--- src/rtl/pk_f2i_pkg.sv ---
package pk_f2i_pkg;

    localparam int WORD_W     = 64;
    localparam int NARROW_W   = 32;
    localparam int LANES      = WORD_W / NARROW_W;
    localparam int OFS_W      = $clog2(WORD_W) + 1;

    localparam int SP_EXP_W   = 8;
    localparam int SP_FRAC_W  = 23;
    localparam int SP_BIAS    = 127;
    localparam int DP_EXP_W   = 11;
    localparam int DP_FRAC_W  = 52;
    localparam int DP_BIAS    = 1023;

    localparam int SIG_W      = DP_FRAC_W + 1;
    localparam int EXP_W      = DP_EXP_W + 2;
    localparam int PAD_W      = SIG_W - 1 - SP_FRAC_W;

    typedef enum logic [1:0] {
        FK_TINY    = 2'd0,
        FK_NORMAL  = 2'd1,
        FK_SPECIAL = 2'd2
    } fp_kind_e;

    typedef struct packed {
        logic                    sign;
        fp_kind_e                kind;
        logic signed [EXP_W-1:0] exp;
        logic [SIG_W-1:0]        sig;
    } fp_fields_t;

    typedef struct packed {
        logic round_half;
        logic upper_half;
        logic scalar;
    } cvt_ctrl_t;

    typedef struct packed {
        logic [LANES-1:0] lane_en;
        logic [OFS_W-1:0] src_base;
        logic [OFS_W-1:0] dst_base;
    } lane_plan_t;

    function automatic lane_plan_t plan_lanes(input logic src_wide,
                                              input logic dst_wide,
                                              input cvt_ctrl_t c);
        lane_plan_t p;
        p.lane_en    = '0;
        p.lane_en[0] = 1'b1;
        p.src_base   = '0;
        p.dst_base   = '0;
        if (!src_wide && !dst_wide) begin
            if (!c.scalar) p.lane_en = '1;
        end else if (src_wide && !dst_wide) begin
            if (c.upper_half) p.dst_base = OFS_W'(NARROW_W);
        end else if (!src_wide && dst_wide) begin
            if (c.upper_half) p.src_base = OFS_W'(NARROW_W);
        end
        return p;
    endfunction

    function automatic logic [OFS_W-1:0] lane_offset(input logic [OFS_W-1:0] base,
                                                     input int lane,
                                                     input logic wide);
        logic [OFS_W-1:0] step;
        step = wide ? OFS_W'(WORD_W) : OFS_W'(NARROW_W);
        return base + OFS_W'(lane) * step;
    endfunction

    function automatic logic [WORD_W-1:0] field_mask(input logic wide);
        return wide ? {WORD_W{1'b1}} : {{(WORD_W-NARROW_W){1'b0}}, {NARROW_W{1'b1}}};
    endfunction

endpackage

--- src/rtl/pk_f2i_unpack.sv ---
module pk_f2i_unpack
    import pk_f2i_pkg::*;
(
    input  logic [WORD_W-1:0] raw,
    input  logic              is_double,
    output fp_fields_t        fields
);
    logic [SP_EXP_W-1:0] sp_exp;
    logic [DP_EXP_W-1:0] dp_exp;

    always_comb begin
        sp_exp = raw[SP_FRAC_W +: SP_EXP_W];
        dp_exp = raw[DP_FRAC_W +: DP_EXP_W];
        if (is_double) begin
            fields.sign = raw[WORD_W-1];
            fields.exp  = $signed({2'b00, dp_exp}) - EXP_W'(DP_BIAS);
            fields.sig  = {1'b1, raw[DP_FRAC_W-1:0]};
            if (dp_exp == '0)
                fields.kind = FK_TINY;
            else if (dp_exp == '1)
                fields.kind = FK_SPECIAL;
            else
                fields.kind = FK_NORMAL;
        end else begin
            fields.sign = raw[NARROW_W-1];
            fields.exp  = $signed({{(EXP_W-SP_EXP_W){1'b0}}, sp_exp}) - EXP_W'(SP_BIAS);
            fields.sig  = {1'b1, raw[SP_FRAC_W-1:0], {PAD_W{1'b0}}};
            if (sp_exp == '0)
                fields.kind = FK_TINY;
            else if (sp_exp == '1)
                fields.kind = FK_SPECIAL;
            else
                fields.kind = FK_NORMAL;
        end
    end
endmodule

--- src/rtl/pk_f2i_to_int.sv ---
module pk_f2i_to_int
    import pk_f2i_pkg::*;
(
    input  fp_fields_t        fields,
    input  logic              dst_wide,
    input  logic              round_half,
    output logic [WORD_W-1:0] value
);
    localparam int Z_W      = SIG_W + WORD_W;
    localparam int HALF_TOP = Z_W - 2;
    localparam int MAX_EXP  = WORD_W - 2;
    localparam int SH_W     = $clog2(Z_W) + 1;
    localparam int MAG_W    = WORD_W + 1;

    logic [Z_W-1:0]    scaled;
    logic [MAG_W-1:0]  halves;
    logic [MAG_W-1:0]  mag;
    logic [SH_W-1:0]   sh;
    logic              too_big;
    logic              out_of_range;
    logic [WORD_W-1:0] signed_val;
    logic [WORD_W-1:0] indefinite;

    always_comb begin
        scaled  = {fields.sig, {WORD_W{1'b0}}};
        sh      = '0;
        halves  = '0;
        too_big = 1'b0;
        if (fields.kind == FK_SPECIAL) begin
            too_big = 1'b1;
        end else if (fields.kind == FK_NORMAL) begin
            if (fields.exp > EXP_W'(MAX_EXP)) begin
                too_big = 1'b1;
            end else if (fields.exp >= -EXP_W'(1)) begin
                sh     = SH_W'(EXP_W'(HALF_TOP) - fields.exp);
                halves = MAG_W'(scaled >> sh);
            end
        end

        mag = round_half ? ((halves + MAG_W'(1)) >> 1) : (halves >> 1);

        out_of_range = dst_wide ? (|mag[MAG_W-1:WORD_W-1])
                                : (|mag[MAG_W-1:NARROW_W-1]);

        signed_val = fields.sign ? (~mag[WORD_W-1:0] + WORD_W'(1)) : mag[WORD_W-1:0];

        indefinite = dst_wide ? {1'b1, {(WORD_W-1){1'b0}}}
                              : {{(WORD_W-NARROW_W){1'b0}}, 1'b1, {(NARROW_W-1){1'b0}}};

        if (too_big || out_of_range)
            value = indefinite;
        else
            value = signed_val & field_mask(dst_wide);
    end
endmodule

--- src/rtl/pk_f2i_lanes.sv ---
module pk_f2i_lanes
    import pk_f2i_pkg::*;
(
    input  logic              clk,
    input  logic              rst,
    input  logic              in_valid,
    input  logic [63:0]       src_word,
    input  logic [63:0]       dst_word,
    input  logic              src_dbl,
    input  logic              dst_dbl,
    input  logic [2:0]        ctrl,
    output logic              out_valid,
    output logic [63:0]       out_word
);
    cvt_ctrl_t         c;
    lane_plan_t        plan;
    logic [WORD_W-1:0] lane_val  [LANES];
    logic [OFS_W-1:0]  lane_dofs [LANES];
    logic [WORD_W-1:0] merged;

    assign c    = cvt_ctrl_t'(ctrl);
    assign plan = plan_lanes(src_dbl, dst_dbl, c);

    for (genvar g = 0; g < LANES; g++) begin : g_lane
        logic [OFS_W-1:0]  sofs;
        logic [WORD_W-1:0] raw;
        fp_fields_t        fields;

        assign sofs         = lane_offset(plan.src_base, g, src_dbl);
        assign raw          = src_word >> sofs;
        assign lane_dofs[g] = lane_offset(plan.dst_base, g, dst_dbl);

        pk_f2i_unpack u_unpack (
            .raw       (raw),
            .is_double (src_dbl),
            .fields    (fields)
        );

        pk_f2i_to_int u_to_int (
            .fields     (fields),
            .dst_wide   (dst_dbl),
            .round_half (c.round_half),
            .value      (lane_val[g])
        );
    end

    always_comb begin
        merged = dst_word;
        for (int i = 0; i < LANES; i++) begin
            if (plan.lane_en[i]) begin
                merged = (merged & ~(field_mask(dst_dbl) << lane_dofs[i]))
                       | ((lane_val[i] & field_mask(dst_dbl)) << lane_dofs[i]);
            end
        end
    end

    always_ff @(posedge clk) begin
        if (rst) begin
            out_valid <= 1'b0;
            out_word  <= '0;
        end else begin
            out_valid <= in_valid;
            if (in_valid) out_word <= merged;
        end
    end
endmodule

--- config.mk ---
export PLATFORM = sky130hd
export DESIGN_NAME = pk_f2i_lanes
export DESIGN_NICKNAME = d
export VERILOG_FILES = /design/src/rtl/pk_f2i_pkg.sv /design/src/rtl/pk_f2i_unpack.sv /design/src/rtl/pk_f2i_to_int.sv /design/src/rtl/pk_f2i_lanes.sv
export SDC_FILE = /design/constraint.sdc
export NUM_CORES = 1
export LEC_CHECK = 0
export ABC_AREA = 1
export ABC_CLOCK_PERIOD_IN_PS = 10500
export BUFFER_PORTS_ARGS = -buffer_cell sky130_fd_sc_hd__clkbuf_2
export CORE_AREA = 2 2 331 333
export DETAILED_ROUTE_END_ITERATION = 10
export DIE_AREA = 0 0 333 335
export PLACE_DENSITY_LB_ADDON = 0.08
export SLEW_MARGIN = 20
export SYNTH_ARGS = -nofsm -noshare
export SYNTH_HDL_FRONTEND = slang
export SYNTH_HIERARCHICAL = 1
export SYNTH_SLANG_ARGS = --single-unit
--- constraint.sdc ---
create_clock -name clk -period 10.5 [get_ports clk]
set_input_delay 3.15 -clock clk [delete_from_list [all_inputs] [get_ports clk]]
set_output_delay 3.15 -clock clk [all_outputs]
set_load 0.05 [all_outputs]
==> flow_summary.json <==
{
  "hold_depth": 2,
  "wirelength_um": 192000,
  "fin_util": 0.349,
  "gr-total-overflow": 0,
  "top_layer": "met4",
  "irDropWorstVdd_v": 0.0000768,
  "areaGrowthSynthToFinish_pct": 22.1,
  "ctsHoldBuffers": 0,
  "gp_congestion": 1.04,
  "drtPass1Iterations": 6,
  "root_buffer": "clkbuf_16",
  "max_freq_mhz": 100,
  "row_count": 121,
  "cp-start-kind": "input port",
  "crit_type": "input port to flip-flop",
  "clk_pin_slew_ns": 0.06,
  "slew_viol_final": 0,
  "grt_usage": 0.334,
  "ios": 201,
  "setup_ws_ns": 0.519,
  "vias": 44900,
  "layout.cells.non_filler": 8473,
  "maxSlewHeadroom": 0.262,
  "met2_length_um": 89600,
  "first_iter_violations": 5016,
  "cts_buffer_depth": 2,
  "whs_ns": 0.464,
  "cp.arrival_ns": 10.24,
  "reg2reg_depth": 2,
  "setup_viol_count_final": 0,
  "period_share": 0.951,
  "cts_buffers": 9,
  "r2r_start": "out_word[37]$_SDFFE_PP0P_",
  "status": "finished clean",
  "tightest_slew_ns": 1.10,
  "antennaDiodeCount": 0,
  "antenna_found_initial": 0,
  "worst_r2r_endpoint": "out_word[37]$_SDFFE_PP0P_",
  "post-place-ws_ns": 0.0715,
  "grt_pass1_vias": 42700,
  "skew_ns": 0,
  "min_period_ns": 9.98,
  "grt_start_max_net_pins": 98,
  "cp.required_ns": 10.76,
  "fin_nets": 7209,
  "nFillCells": 12900,
  "final_hold_viol_count": 0,
  "dr_wl_met3_um": 10800,
  "post-dp-hpwl_um": 164000,
  "powerDensity_nw_per_um2": 110,
  "drt-met1-wl_um": 84300,
  "min_from": "out_word[55]$_SDFFE_PP0P_",
  "port_buffers": 200,
  "die-height_um": 335,
  "hold_class": "flip-flop to flip-flop",
  "wl_per_cell_um": 22.7,
  "min_to": "out_word[55]$_SDFFE_PP0P_",
  "synth_nets": 6688,
  "grt_pass1_wl_um": 282000,
  "start_util": 0.286,
  "clock-sinks": 65,
  "dieWidth_um": 333,
  "cp_common_cell": "nand2_1",
  "path_max_fanout": 31,
  "h-tree-depth": 3,
  "crit_slowest_cell": "a21oi_1",
  "endpoint_kind": "flip-flop",
  "via_per_inst": 5.30,
  "maxCapViolCount": 0,
  "postRouteAntennaNets": 0,
  "p_leak_nw": 19.9,
  "drc": 0,
  "cts_tree": "done",
  "clock_latency_ns": 0.33,
  "rsz0062_at_grt": "no",
  "drive_gt1_frac": 0.167,
  "reg2reg_slack_ns": 9.72,
  "syn_area_um2": 30900,
  "avgSynthCellArea_um2": 4.73,
  "cp_slowest_stage_delay_ns": 0.48,
  "core_um2": 108000,
  "dp_cells": 8455,
  "ys_warn_count": 6,
  "syn_inst": 6534,
  "die_area_um2": 112000
}
## stage by stage
stage               cell area [um2]  power (W)   TNS (ns)
finish                        37700    0.00415          0
global route                  37700    0.00442          0
CTS                           37600    0.00407          0
detailed placement            37400    0.00378          0
global placement              37400    0.00380  -0.000504
floorplan                     30900    0.00230          0
## sequential cells by signal, summed over array words and instances, names as in the netlist
name	cells
out_valid	1
out_word	64
## critical path: cells and delay by family
family	cells	cell delay, ns
XOR/XNOR	1	0.19
adder cells (fa/ha/maj)	1	0.35
buffers and inverters	10	1.56
AND/OR/NAND/NOR	28	3.96
AO/OA/AOI/OAI	4	0.97
## cell usage in the layout (no fill, tap or decap), types with 26 or more instances in the layout
| master | instances |
|---|---|
| o21ai_0 | 207 |
| o21ai_1 | 40 |
| nor2_1 | 766 |
| a21oi_1 | 166 |
| buf_4 | 603 |
| nand3b_1 | 27 |
| dfxtp_1 | 65 |
| clkbuf_2 | 198 |
| inv_1 | 673 |
| inv_2 | 28 |
| xnor2_1 | 26 |
| nor3_1 | 52 |
| nand3_2 | 26 |
| nand4_1 | 187 |
| nor2_4 | 34 |
| nand2_1 | 2191 |
| nand3_1 | 1352 |
| nor2_2 | 127 |
| xor2_1 | 63 |
| buf_12 | 33 |
## where the power goes
| group | leakage (nW) | switching [W] | internal (W) |
|---|---|---|---|
| Combinational | 19.2 | 0.00250 | 0.00108 |
| Sequential | 0.535 | 0.0000165 | 0.000267 |
| Clock | 0.128 | 0.000114 | 0.000164 |
## layer usage
metal	vias to the layer above	GRT usage
met5	-	0
met4	0	0.113
met3	283	0.0287
met2	1677	0.575
met1	20900	0.437
li1	22100	-
## final cells by class
| class | instances | area [um2] | share of cell area |
|---|---|---|---|
| Multi-Input combinational cell | 5430 | 25500 | 0.676 |
| Timing Repair Buffer | 838 | 6220 | 0.165 |
| Inverter | 711 | 2680 | 0.0709 |
| Tap cell | 1414 | 1770 | 0.0469 |
| Sequential cell | 65 | 1300 | 0.0345 |
| Clock buffer | 12 | 246 | 0.00653 |
| Clock inverter | 3 | 17.5 | 0.000464 |
## what timing repair did
item	CTS	global route
endpoints found under the setup margin	0	64
resized for setup	0	28
buffers inserted	0	3
## worst max path at each step
| stage | startpoint | end | slack (ns) | depth (start not counted) |
|---|---|---|---|---|
| 2_1_floorplan | src_dbl | out_word[56]$_SDFFE_PP0P_ | 0.62 | 49 |
| 3_3_place_gp | ctrl[1] | out_word[44]$_SDFFE_PP0P_ | -0.0005 | 42 |
| 3_5_place_dp | ctrl[1] | out_word[62]$_SDFFE_PP0P_ | 0.07 | 43 |
| 4_1_cts | ctrl[1] | out_word[62]$_SDFFE_PP0P_ | 0.41 | 41 |
| 5_1_grt | src_dbl | out_word[54]$_SDFFE_PP0P_ | 0.02 | 44 |
| 6_report | src_dbl | out_word[62]$_SDFFE_PP0P_ | 0.52 | 44 |
(Power assumes the default switching activity.)
